$ cat config.mk
export PLATFORM = sky130hd
export DESIGN_NAME = prio_resolver
export DESIGN_NICKNAME = d
export VERILOG_FILES = /design/src/rtl/prio_pkg.sv /design/src/rtl/prio_rank_find.sv /design/src/rtl/prio_svc_filter.sv /design/src/rtl/prio_rot_base.sv /design/src/rtl/prio_resolver.sv
export SDC_FILE = /design/constraint.sdc
export NUM_CORES = 1
export LEC_CHECK = 0
export ABC_AREA = 1
export BUFFER_PORTS_ARGS = -buffer_cell sky130_fd_sc_hd__buf_2
export CAP_MARGIN = 25
export CELL_PAD_IN_SITES_DETAIL_PLACEMENT = 1
export CELL_PAD_IN_SITES_GLOBAL_PLACEMENT = 1
export CORE_MARGIN = 8
export CORE_UTILIZATION = 34
export CTS_CLUSTER_DIAMETER = 50
export DETAILED_ROUTE_END_ITERATION = 8
export GPL_TIMING_DRIVEN = 0
export PLACE_DENSITY = 0.78
export RECOVER_POWER = 100
export SYNTH_ARGS = -nofsm -noshare
export SYNTH_HDL_FRONTEND = slang
export SYNTH_SLANG_ARGS = --single-unit
$ cat constraint.sdc
create_clock -name clk -period 4 [get_ports clk]
set_input_delay 0.8 -clock clk [delete_from_list [all_inputs] [get_ports clk]]
set_output_delay 0.8 -clock clk [all_outputs]
set_load 0.005 [all_outputs]
$ cat src/rtl/prio_pkg.sv
package prio_pkg;

  // Mode flags that select which in-service lines take part in ranking
  typedef struct packed {
    logic spec_mask;
    logic spec_nest;
    logic is_master;
  } prio_mode_t;

  // Source that moved the rotation base, for visibility in assertions
  typedef enum logic [1:0] {
    ROT_HOLD = 2'd0,
    ROT_CMD  = 2'd1,
    ROT_EOI  = 2'd2,
    ROT_ACK  = 2'd3
  } rot_src_e;

endpackage

$ cat src/rtl/prio_rank_find.sv
module prio_rank_find #(
  parameter int unsigned N_LINES = 8,
  localparam int unsigned LW = $clog2(N_LINES),
  localparam int unsigned RW = LW + 1
) (
  input  logic [N_LINES-1:0] vec_i,
  input  logic [LW-1:0]      base_i,
  output logic [RW-1:0]      rank_o
);

  logic [N_LINES-1:0] rotated;

  // Wrap an index that may exceed the line count by less than N_LINES
  function automatic int unsigned wrap_idx(input int unsigned a);
    return (a >= N_LINES) ? a - N_LINES : a;
  endfunction

  // rotated[k] is the line whose rank would be k
  always_comb begin
    rotated = '0;
    for (int unsigned k = 0; k < N_LINES; k++) begin
      rotated[k] = vec_i[wrap_idx(int'(base_i) + k)];
    end
  end

  // First set position in rotated order; N_LINES when empty
  always_comb begin
    logic found;
    found  = 1'b0;
    rank_o = RW'(N_LINES);
    for (int unsigned k = 0; k < N_LINES; k++) begin
      if (!found && rotated[k]) begin
        rank_o = RW'(k);
        found  = 1'b1;
      end
    end
  end

endmodule

$ cat src/rtl/prio_svc_filter.sv
module prio_svc_filter
  import prio_pkg::*;
#(
  parameter int unsigned N_LINES  = 8,
  parameter int unsigned CASC_IDX = 2
) (
  input  logic [N_LINES-1:0] insvc_i,
  input  logic [N_LINES-1:0] mask_i,
  input  prio_mode_t         mode_i,
  output logic [N_LINES-1:0] svc_eff_o
);

  logic drop_casc;
  assign drop_casc = mode_i.spec_nest & mode_i.is_master;

  for (genvar g = 0; g < N_LINES; g++) begin : g_bit
    logic masked_out;
    logic casc_out;
    assign masked_out = mode_i.spec_mask & mask_i[g];
    if (g == CASC_IDX) begin : g_casc
      assign casc_out = drop_casc;
    end else begin : g_plain
      assign casc_out = 1'b0;
    end
    assign svc_eff_o[g] = insvc_i[g] & ~masked_out & ~casc_out;
  end

endmodule

$ cat src/rtl/prio_rot_base.sv
module prio_rot_base
  import prio_pkg::*;
#(
  parameter int unsigned N_LINES = 8,
  localparam int unsigned LW = $clog2(N_LINES)
) (
  input  logic          clk,
  input  logic          rst_n,
  input  logic          set_i,
  input  logic [LW-1:0] set_line_i,
  input  logic          eoi_i,
  input  logic          eoi_ok_i,
  input  logic [LW-1:0] eoi_line_i,
  input  logic          ack_i,
  input  logic          ack_ok_i,
  input  logic [LW-1:0] ack_line_i,
  output rot_src_e      src_o,
  output logic [LW-1:0] base_o
);

  logic [LW-1:0] base_q;
  logic [LW-1:0] pick_line;

  // The named line becomes lowest priority: base is one past it
  function automatic logic [LW-1:0] after(input logic [LW-1:0] l);
    return (int'(l) == N_LINES - 1) ? '0 : l + LW'(1);
  endfunction

  always_comb begin
    src_o     = ROT_HOLD;
    pick_line = set_line_i;
    if (set_i) begin
      src_o     = ROT_CMD;
      pick_line = set_line_i;
    end else if (eoi_i && eoi_ok_i) begin
      src_o     = ROT_EOI;
      pick_line = eoi_line_i;
    end else if (!eoi_i && ack_i && ack_ok_i) begin
      src_o     = ROT_ACK;
      pick_line = ack_line_i;
    end
  end

  always_ff @(posedge clk or negedge rst_n) begin
    if (!rst_n) begin
      base_q <= '0;
    end else if (src_o != ROT_HOLD) begin
      base_q <= after(pick_line);
    end
  end

  assign base_o = base_q;

endmodule

$ cat src/rtl/prio_resolver.sv
module prio_resolver
  import prio_pkg::*;
#(
  parameter int unsigned N_LINES  = 8,
  parameter int unsigned CASC_IDX = 2,
  localparam int unsigned LW = $clog2(N_LINES),
  localparam int unsigned RW = LW + 1
) (
  input  logic               clk,
  input  logic               rst_n,
  input  logic [N_LINES-1:0] pend_i,
  input  logic [N_LINES-1:0] mask_i,
  input  logic [N_LINES-1:0] insvc_i,
  input  logic               spec_mask_i,
  input  logic               spec_nest_i,
  input  logic               is_master_i,
  input  logic               rot_set_i,
  input  logic [LW-1:0]      rot_line_i,
  input  logic               rot_eoi_i,
  input  logic               rot_ack_i,
  output logic               req_valid_o,
  output logic [LW-1:0]      req_line_o,
  output logic               int_o,
  output logic [LW-1:0]      rot_base_o
);

  // Named internal events, visible to the bound checker
  prio_mode_t         mode;
  logic [N_LINES-1:0] cand_vec;
  logic [N_LINES-1:0] svc_eff;
  logic [RW-1:0]      cand_rank;
  logic [RW-1:0]      svc_rank;
  logic [RW-1:0]      raw_rank;
  logic               cand_any;
  logic               raw_any;
  logic               outranks;
  logic [LW-1:0]      win_line;
  logic [LW-1:0]      eoi_line;
  logic [LW-1:0]      base;
  rot_src_e           rot_src;

  // Map a rank back to a line number for the present base
  function automatic logic [LW-1:0] line_of(input logic [RW-1:0] r,
                                            input logic [LW-1:0] b);
    int unsigned s;
    s = int'(r[LW-1:0]) + int'(b);
    if (s >= N_LINES) s = s - N_LINES;
    return LW'(s);
  endfunction

  assign mode     = '{spec_mask: spec_mask_i, spec_nest: spec_nest_i,
                      is_master: is_master_i};
  assign cand_vec = pend_i & ~mask_i;

  prio_svc_filter #(.N_LINES(N_LINES), .CASC_IDX(CASC_IDX)) u_filter (
    .insvc_i   (insvc_i),
    .mask_i    (mask_i),
    .mode_i    (mode),
    .svc_eff_o (svc_eff)
  );

  prio_rank_find #(.N_LINES(N_LINES)) u_cand_rank (
    .vec_i  (cand_vec),
    .base_i (base),
    .rank_o (cand_rank)
  );

  prio_rank_find #(.N_LINES(N_LINES)) u_svc_rank (
    .vec_i  (svc_eff),
    .base_i (base),
    .rank_o (svc_rank)
  );

  prio_rank_find #(.N_LINES(N_LINES)) u_raw_rank (
    .vec_i  (insvc_i),
    .base_i (base),
    .rank_o (raw_rank)
  );

  assign cand_any = (cand_rank != RW'(N_LINES));
  assign raw_any  = (raw_rank != RW'(N_LINES));
  assign outranks = cand_any && (cand_rank < svc_rank);
  assign win_line = outranks ? line_of(cand_rank, base) : '0;
  assign eoi_line = line_of(raw_rank, base);

  prio_rot_base #(.N_LINES(N_LINES)) u_base (
    .clk        (clk),
    .rst_n      (rst_n),
    .set_i      (rot_set_i),
    .set_line_i (rot_line_i),
    .eoi_i      (rot_eoi_i),
    .eoi_ok_i   (raw_any),
    .eoi_line_i (eoi_line),
    .ack_i      (rot_ack_i),
    .ack_ok_i   (outranks),
    .ack_line_i (win_line),
    .src_o      (rot_src),
    .base_o     (base)
  );

  assign req_valid_o = outranks;
  assign req_line_o  = win_line;
  assign int_o       = outranks;
  assign rot_base_o  = base;

endmodule

After elaboration in Yosys (flattened, before gate mapping):

Cells that the tools add are included.

* add/sub/neg operators: 20
* $lt $le $gt $ge: 19
* equality and inequality tests: 3
* mux-type cells: 111
* bitwise gates (word level): 29
* reduce and logical (&&, ||, !) cells: 48

Operators by type and width (count)
* $lt A32 B4 Y1 const B: 8
* $mux W32: 8
* $ge A32 B4 Y1 const B: 7
* $sub A32 B4 Y32 const B: 7
* $mux W4: 24
* $bmux W1 S3: 24
* $mux W1: 45
* $logic_and A1 B1 Y1: 25
* $logic_not A1 Y1: 22
* $mux W3: 7
* $and A1 B1 Y1: 18
* $add A3 B3 Y4 const B: 4
* $not A1 Y1: 9
* $add A3 B2 Y4 const B: 2
* $add A3 B3 Y4: 2
* $and A8 B8 Y8: 1
* $ge A4 B4 Y1 const B: 2
* $ne A4 B4 Y1 const B: 2
* $not A8 Y8: 1
* $mux W2: 3
* $sub A3 B1 Y3 const B: 2
* $sub A3 B4 Y5 const B: 1
* $add A3 B1 Y4 const B: 1
* $ge A3 B4 Y1 const B: 1
* 4 further kinds: 4

* register bits after elaboration: 3
* output and inout port bits: 8
* word-level logic and storage cells: 231

Depth between registers and ports, before layout:

Gate-level depths: netlist of run 1.

* depth after elaboration: 36
* depth in mapped cells: 31

Modules after synthesis:

Synthesis of run 1 repeated with hierarchy kept, for this count alone.

* cells, all modules: 432
* area total of the unflattened synthesis: 2396.0 um2

Modules (own cells, without submodules)
* prio_rank_find: instances 3, cells each 103, area each 550.5 um2
* prio_resolver: instances 1, cells each 65, area each 346.6 um2
* prio_rot_base: instances 1, cells each 46, area each 326.6 um2
* prio_svc_filter: instances 1, cells each 12, area each 71.3 um2

Worst setup path before layout of run 1:

Ideal clock, no wire load.

* path kind: register -> output
* start point: register u_base.base_q[1], in the netlist u_base.base_o[1]
* end point: output req_line_o[2]
* data arrival time: 3.260 ns
* data required time: 3.200 ns
* slack: -0.060 ns
* cell stages (with the launch flop): 23
* path buffers: 3
* cell sequence: dfrtp_1 buf_2 inv_2 buf_4 ha_1 inv_1 clkbuf_1 nand3_1 nand2_1 nand2_1 nand2_2 nand2_1 nor2_2 nand2_1 o21ai_0 nor2_1 inv_1 ha_1 inv_1 fa_1 xor2_1 xor2_1 nor2_1

* cells in the longest elaborated chain, start to end: 30
* elaborated cells on any way between the ends: 129
* those cells by class: add/sub: 17; order compare: 10; eq/ne: 1; mux: 72; reduce/logical: 29

Ends and longest elaborated chain
* from (decl): RTL line prio_rot_base.sv:21 `logic [LW-1:0] base_q;`
* from (signal assigned): RTL line prio_rot_base.sv:48 `base_q <= after(pick_line);`
* parallel branches: the longest is 29 deep, another holds $sub A32 B4 Y32
* $mux W3 *: RTL line prio_resolver.sv:83 `assign win_line = outranks ? line_of(cand_rank, base) : '0;`
* to (decl): RTL line prio_resolver.sv:22 `output logic [LW-1:0] req_line_o,`

Every way passes the cells marked *. The select of a mux whose other input is x is not followed.

Worst setup path after layout of run 1:

* start point: register u_base.base_q[0], in the netlist u_base.base_o[0]
* end point: output req_line_o[2]

Same word-level chain as after synthesis.

==> impl_metrics.yaml, run 1 <==
finish:
  multi_input_area_um2: 1953
  n_fill_cell: 798
  stdcell_count: 525
  largest_reg_flops: 3
  insertedDiodeCount: 0
  drive_gt1_share_pct: 45.11
  areaGrowthSynthToFinish_pct: 57.03
  regArea_um2: 76.32
  fin_area_um2: 3118
  nNetsFinal: 496
global_route:
  grt_use_met1_pct: 22.32
  grt_busiest_layer: "met2"
  grtUsageMet2_pct: 39.09
  antenna_found_initial: 0
  grt_max_degree: 12
  track_usage_pct: 20.55
  grt-ovfl-total: 0
  grt_pass1_vias: 3066
  met3_usage_pct: 2.832
  grt_pass1_wl_um: 14360
route:
  routed_wl_um: 10080
  routed_via_density: 5.651
  via_count: 2967
  wl_per_cell_um: 19.20
  final_antenna_net_count: 0
  drc: 0
  drt_iter0_drc: 156
  drtPass1Iterations: 7
timing:
  hold_viol: 0
  whs_ns: 0.3903
  slew_headroom_pct: 56.22
  rsz0062_at_grt: "yes"
  fin_ws_ns: -0.2741
  slew_viol_final: 0
  setup_violations: 7
  fmax_ghz: 0.2340
  finClkSkew_ns: 0.002042
  final.min_clock_period_ns: 4.274
  worstMarginPinSlew_ns: 0.6498
  fin_crit_sh_pct: 106.9
status:
  violations: "negative setup slack"
  outcome: "complete, but fails checks"
critical_path:
  critPathCaptureType: "output port"
  r2r_start: "u_base.base_o[1]"
  criticalPathCategory: "reg -> out"
  rrSetupSlack_ns: -0.21
  critPathArrivalTime_ns: 3.47
  r2r_end: "u_base.base_o[2]"
  rr_worst_depth: 33
  crit_fanout: 3
  worstPathRequired_ns: 3.20
  start_kind: "flop"
clock_tree:
  clock_latency_ns: 0.22
  cts_buffers: 3
  cts_tree: "yes"
  htree_num_levels: 1
  cts_sinks: 3
  cts_hold_buf: 0
  clkTransAtPathRegs_ns: 0.03
  clockRootBuffer: "clkbuf_8"
  clock_path_buffers: 2
placement:
  pre_cts_slack_ns: -0.6119
  dp_cells: 475
  place_area_um2: 2287
  dp_hpwl_um: 6034
  gp_congestion: 0.8622
  portBuffers: 41
hold_path:
  hold_class: "in -> async"
logic_synthesis:
  ys_ff_latch: 3
  synth_seq_area_share_pct: 3.781
  synth_nets: 404
  yosys_warnings: 0
  yosys_most_used_dff: "dfrtp_1"
  yosys-top-cells-count: "nand2_1 (109), nand3_1 (78), inv_1 (43)"
  synth_largest_area_cell: "nand2_1"
  syn_inst: 359
  synthesis.area_um2: 1986
  ys_top_cells_by_area: "nand2_1 (21%), nand3_1 (20%), inv_1 (8.1%)"
  yosysTopAreaCellShare_pct: 20.60
  async_flop_share_pct: 100.0
  synth_edf_count: 0
  synth_cell_types: 45
  yosysMostFrequentCell: "nand2_1"
  syn_avg_cell_area_um2: 5.531
floorplanning:
  core_area_um2: 5781
  fp.dieArea_um2: 8541
  io-pin-count: 43
  die_w_um: 92.42
  rows: 28
  fp.dieH_um: 92.42
  initial_core_util_pct: 34.35
flow_run:
  cap_violations: 0
final cells by class:
type	instances	share of cell area, %
well taps	75	3.010
plain buffers	14	4.936
repair buffers	87	19.02
multi-input cells	292	62.64
clock buffers	4	1.445
flip-flops and latches	3	2.448
inverters	50	6.501
worst max path at each step:
stage / slack, ns / end / depth (start not counted) / startpoint
after floorplan: 0.05 / req_line_o[2] / 22 / u_base.base_o[1]
after global routing: -0.38 / req_line_o[2] / 23 / u_base.base_o[0]
after detailed placement: -0.61 / req_line_o[2] / 23 / u_base.base_o[1]
final: -0.27 / req_line_o[2] / 23 / u_base.base_o[0]
after CTS: -0.18 / req_line_o[2] / 23 / u_base.base_o[1]
after global placement: -0.45 / req_valid_o / 21 / u_base.base_o[1]
metrics by stage:
| step | TNS [ns] | util, % |
|---|---|---|
| 6_report | -1.354 | 53.94 |
| 5_1_grt | -2.250 | 53.94 |
| 4_1_cts | -0.3637 | 48.64 |
| 3_5_place_dp | -3.368 | 39.57 |
| 3_3_place_gp | -2.799 | 39.57 |
| 2_1_floorplan | 0 | - |
layout by cell type (no fill, tap or decap), drive strengths merged, types with 2 or more instances in the layout:
cell type | netlist | layout
clkbuf | 1 | 5
xor2 | 6 | 6
inv | 49 | 50
a21oi | 10 | 10
o21ai | 27 | 27
nand2 | 118 | 118
nand4 | 8 | 8
nor3 | 2 | 2
buf | 13 | 100
fa | 2 | 2
ha | 8 | 8
dfrtp | 3 | 3
nand3 | 80 | 80
a41oi | 2 | 2
nor2 | 17 | 17
routing by layer:
metal / part of all wire, % / vias up
met5: 0 / -
met4: 3.2 / 0
met3: 4.2 / 33
met2: 54 / 101
met1: 39 / 1462
li1: - / 1371
worst max-delay path, cell delays in order (launching register included):
cell and delay, ns:
dfrtp_2 0.42, buf_6 0.13, inv_4 0.05, buf_6 0.11, ha_4 0.22, inv_4 0.07
buf_4 0.13, nand3_2 0.09, nand2_2 0.09, nand2_2 0.06, nand2_2 0.09, nand2_2 0.08
nor2_4 0.16, nand2_2 0.09, o21ai_2 0.17, nor2_4 0.07, inv_2 0.06, ha_4 0.13
inv_2 0.04, fa_2 0.39, xor2_2 0.19, xor2_1 0.18, nor2_1 0.10, buf_2 0.12
what timing repair did:
action	CTS	global route
pin swaps	19	36
gates resized for setup	59	52
setup buffers	36	10
setup endpoints to repair	7	7
cell families after synthesis:
| group | count (synthesis) | share of synthesized area (%) |
|---|---|---|
| AO/OA/AOI/OAI | 47 | 15.44 |
| adder cells (fa/ha/maj) | 10 | 7.058 |
| AND/OR/NAND/NOR | 227 | 53.25 |
| flip-flops | 3 | 3.781 |
| multiplexers | 1 | 0.5041 |
| XOR/XNOR | 7 | 4.789 |
| buffers and inverters | 64 | 15.18 |
Power of run 1 is left out: the tool's default activity adds up to more than one toggle a clock period on the data nets, which glitch-free logic cannot reach.
==> run 2, diff against run 1 <==
ABC_AREA = unset   (was 1)
CORE_UTILIZATION = 38   (was 34)
==> run 2 against run 1 <==
  * Critical endpoint unchanged
  * Worst setup slack lost 0.48 ns
  * Largest cell class unchanged
  * The run still ends with negative setup slack left
  * Design area grew 4.2%
  * Worst hold slack gained 0.0055 ns
==> impl_metrics.yaml, run 2 <==
status:
  outcome: "complete, but fails checks"
  violations: "negative setup slack"
route:
  drtPass1Iterations: 6
  drc: 0
  wl_per_cell_um: 25.57
  final_antenna_net_count: 0
  routed_via_density: 6.459
  via_count: 2674
  drt_iter0_drc: 198
  routed_wl_um: 10590
finish:
  insertedDiodeCount: 0
  layout_common_cells: "buf_4 (55), buf_2 (40), mux2i_1 (17), nor2_1 (17)"
  final_common_cell: "buf_4"
  n_fill_cell: 605
  largest_reg_flops: 3
  areaGrowthSynthToFinish_pct: 59.23
  multi_input_area_um2: 2250
  drive_gt1_share_pct: 59.01
  nNetsFinal: 390
  regArea_um2: 78.83
  fin_area_um2: 3249
clock_tree:
  cts_buffers: 3
  clkTransAtPathRegs_ns: 0.03
  cts_sinks: 3
  clockRootBuffer: "clkbuf_8"
  clock_latency_ns: 0.21
  cts_tree: "yes"
  cts_hold_buf: 0
  clock_path_buffers: 2
  htree_num_levels: 1
floorplanning:
  fp.dieH_um: 89.28
  initial_core_util_pct: 39.70
  fp.dieArea_um2: 7971
  core_area_um2: 5140
  die_w_um: 89.28
  io-pin-count: 43
  rows: 26
logic_synthesis:
  synth_cell_types: 60
  yosys_warnings: 0
  yosysMostFrequentCell: "nor2_1"
  yosys_most_used_dff: "dfrtp_1"
  synthMuxAreaShare_pct: 29.68
  ys_top_cells_by_area: "mux4_2 (17%), mux2i_1 (9.8%), ha_1 (4.9%)"
  synth_largest_area_cell: "mux4_2"
  syn_avg_cell_area_um2: 8.262
  yosys-top-cells-count: "nor2_1 (26), mux2i_1 (20), nand2_1 (20)"
  synthesis.area_um2: 2041
  synth_seq_area_share_pct: 3.679
  syn_inst: 247
  synth-xor-area-share_pct: 4.231
  synth_edf_count: 0
  async_flop_share_pct: 100.0
  synth_top_family_by_area: "multiplexers"
  synth_compound_area_share_pct: 27.04
  ys_ff_latch: 3
  synth_fa_ha_area_share_pct: 6.867
  yosysTopAreaCellShare_pct: 16.55
  synth_nets: 292
  synthSimpleGateAreaFrac_pct: 22.07
timing:
  hold_viol: 0
  worstMarginPinSlew_ns: 0.7699
  rsz0062_at_grt: "yes"
  setup_violations: 7
  slew_viol_final: 0
  finClkSkew_ns: 0.002467
  final.min_clock_period_ns: 4.759
  fin_crit_sh_pct: 119.0
  fmax_ghz: 0.2101
  whs_ns: 0.3958
  fin_ws_ns: -0.7585
  slew_headroom_pct: 48.12
critical_path:
  crit_fanout: 10
  rrSetupSlack_ns: -0.73
  critPathCaptureType: "output port"
  r2r_start: "u_base.base_o[2]"
  critPathArrivalTime_ns: 3.96
  r2r_end: "u_base.base_o[2]"
  criticalPathCategory: "reg -> out"
  rr_worst_depth: 19
  crit_end: "req_line_o[2]"
  start_kind: "flop"
  worstPathRequired_ns: 3.20
  startpoint: "u_base.base_o[2]"
flow_run:
  cap_violations: 0
global_route:
  grt-ovfl-total: 0
  grt_pass1_vias: 2696
  grtUsageMet2_pct: 45.86
  grt_use_met1_pct: 25.46
  antenna_found_initial: 0
  grt_pass1_wl_um: 14020
  met3_usage_pct: 1.746
  grt_max_degree: 12
  track_usage_pct: 23.22
  grt_busiest_layer: "met2"
placement:
  place_area_um2: 2442
  dp_hpwl_um: 5923
  pre_cts_slack_ns: -1.153
  portBuffers: 42
  gp_congestion: 0.8778
hold_path:
  hold_class: "in -> async"
-- run 2: repair_timing --
item / in CTS / in global routing
resized for setup: 66 / 28
pin swaps: 26 / 25
setup endpoints to repair: 8 / 7
hold endpoints to repair: 0 / 0
buffers inserted: 44 / 9
-- run 2: how the worst min path moves through the flow --
stage                      from                to  slack [ns]
after floorplan           rst_n  u_base.base_o[0]        0.50
after CTS                 rst_n  u_base.base_o[0]        0.38
after global routing      rst_n  u_base.base_o[0]        0.40
after detailed placement  rst_n  u_base.base_o[2]        0.60
after global placement    rst_n  u_base.base_o[2]        0.60
final                     rst_n  u_base.base_o[0]        0.40
-- run 2: critical path: stages (launching register included) --
cell     delay (ns)
dfrtp_2        0.51
buf_4          0.24
and4b_1        0.24
o41ai_1        0.62
o21ai_1        0.30
o31ai_2        0.33
and2_4         0.20
ha_1           0.26
o21a_1         0.20
o21ai_2        0.16
a221o_1        0.26
nand2_2        0.14
nor2_2         0.16
buf_2          0.13
-- run 2: final cells by class --
type | count | share of cell area (%)
Buffer | 9 | 2.695
Clock buffer | 4 | 1.386
Inverter | 17 | 2.464
Multi-Input combinational cell | 216 | 69.23
Sequential cell | 3 | 2.426
Tap cell | 70 | 2.695
Timing Repair Buffer | 95 | 19.10
-- run 2: kinds of logic after synthesis --
| kind of cell | after synthesis |
|---|---|
| compound gates | 71 |
| buf+inv | 28 |
| fa+ha+maj | 10 |
| xor+xnor | 9 |
| mux | 41 |
| flops | 3 |
| simple gates | 85 |
-- run 2: per-stage QoR --
step                      std cells  utilization, %  setup TNS (ns)
after floorplan                 247               -          -1.170
after CTS                       407           60.13          -2.637
after detailed placement        359           47.52          -6.533
final                           414           63.22          -4.760
after global placement          359           47.52          -5.534
after global routing            414           63.22          -5.673
-- run 2: per-layer routing --
layer | vias to the layer above | wire [um]
met5 | - | 0
met3 | 48 | 534
met2 | 117 | 5706
met4 | 0 | 455
li1 | 1153 | -
met1 | 1356 | 3891
Power of run 2 is left out for the same reason.
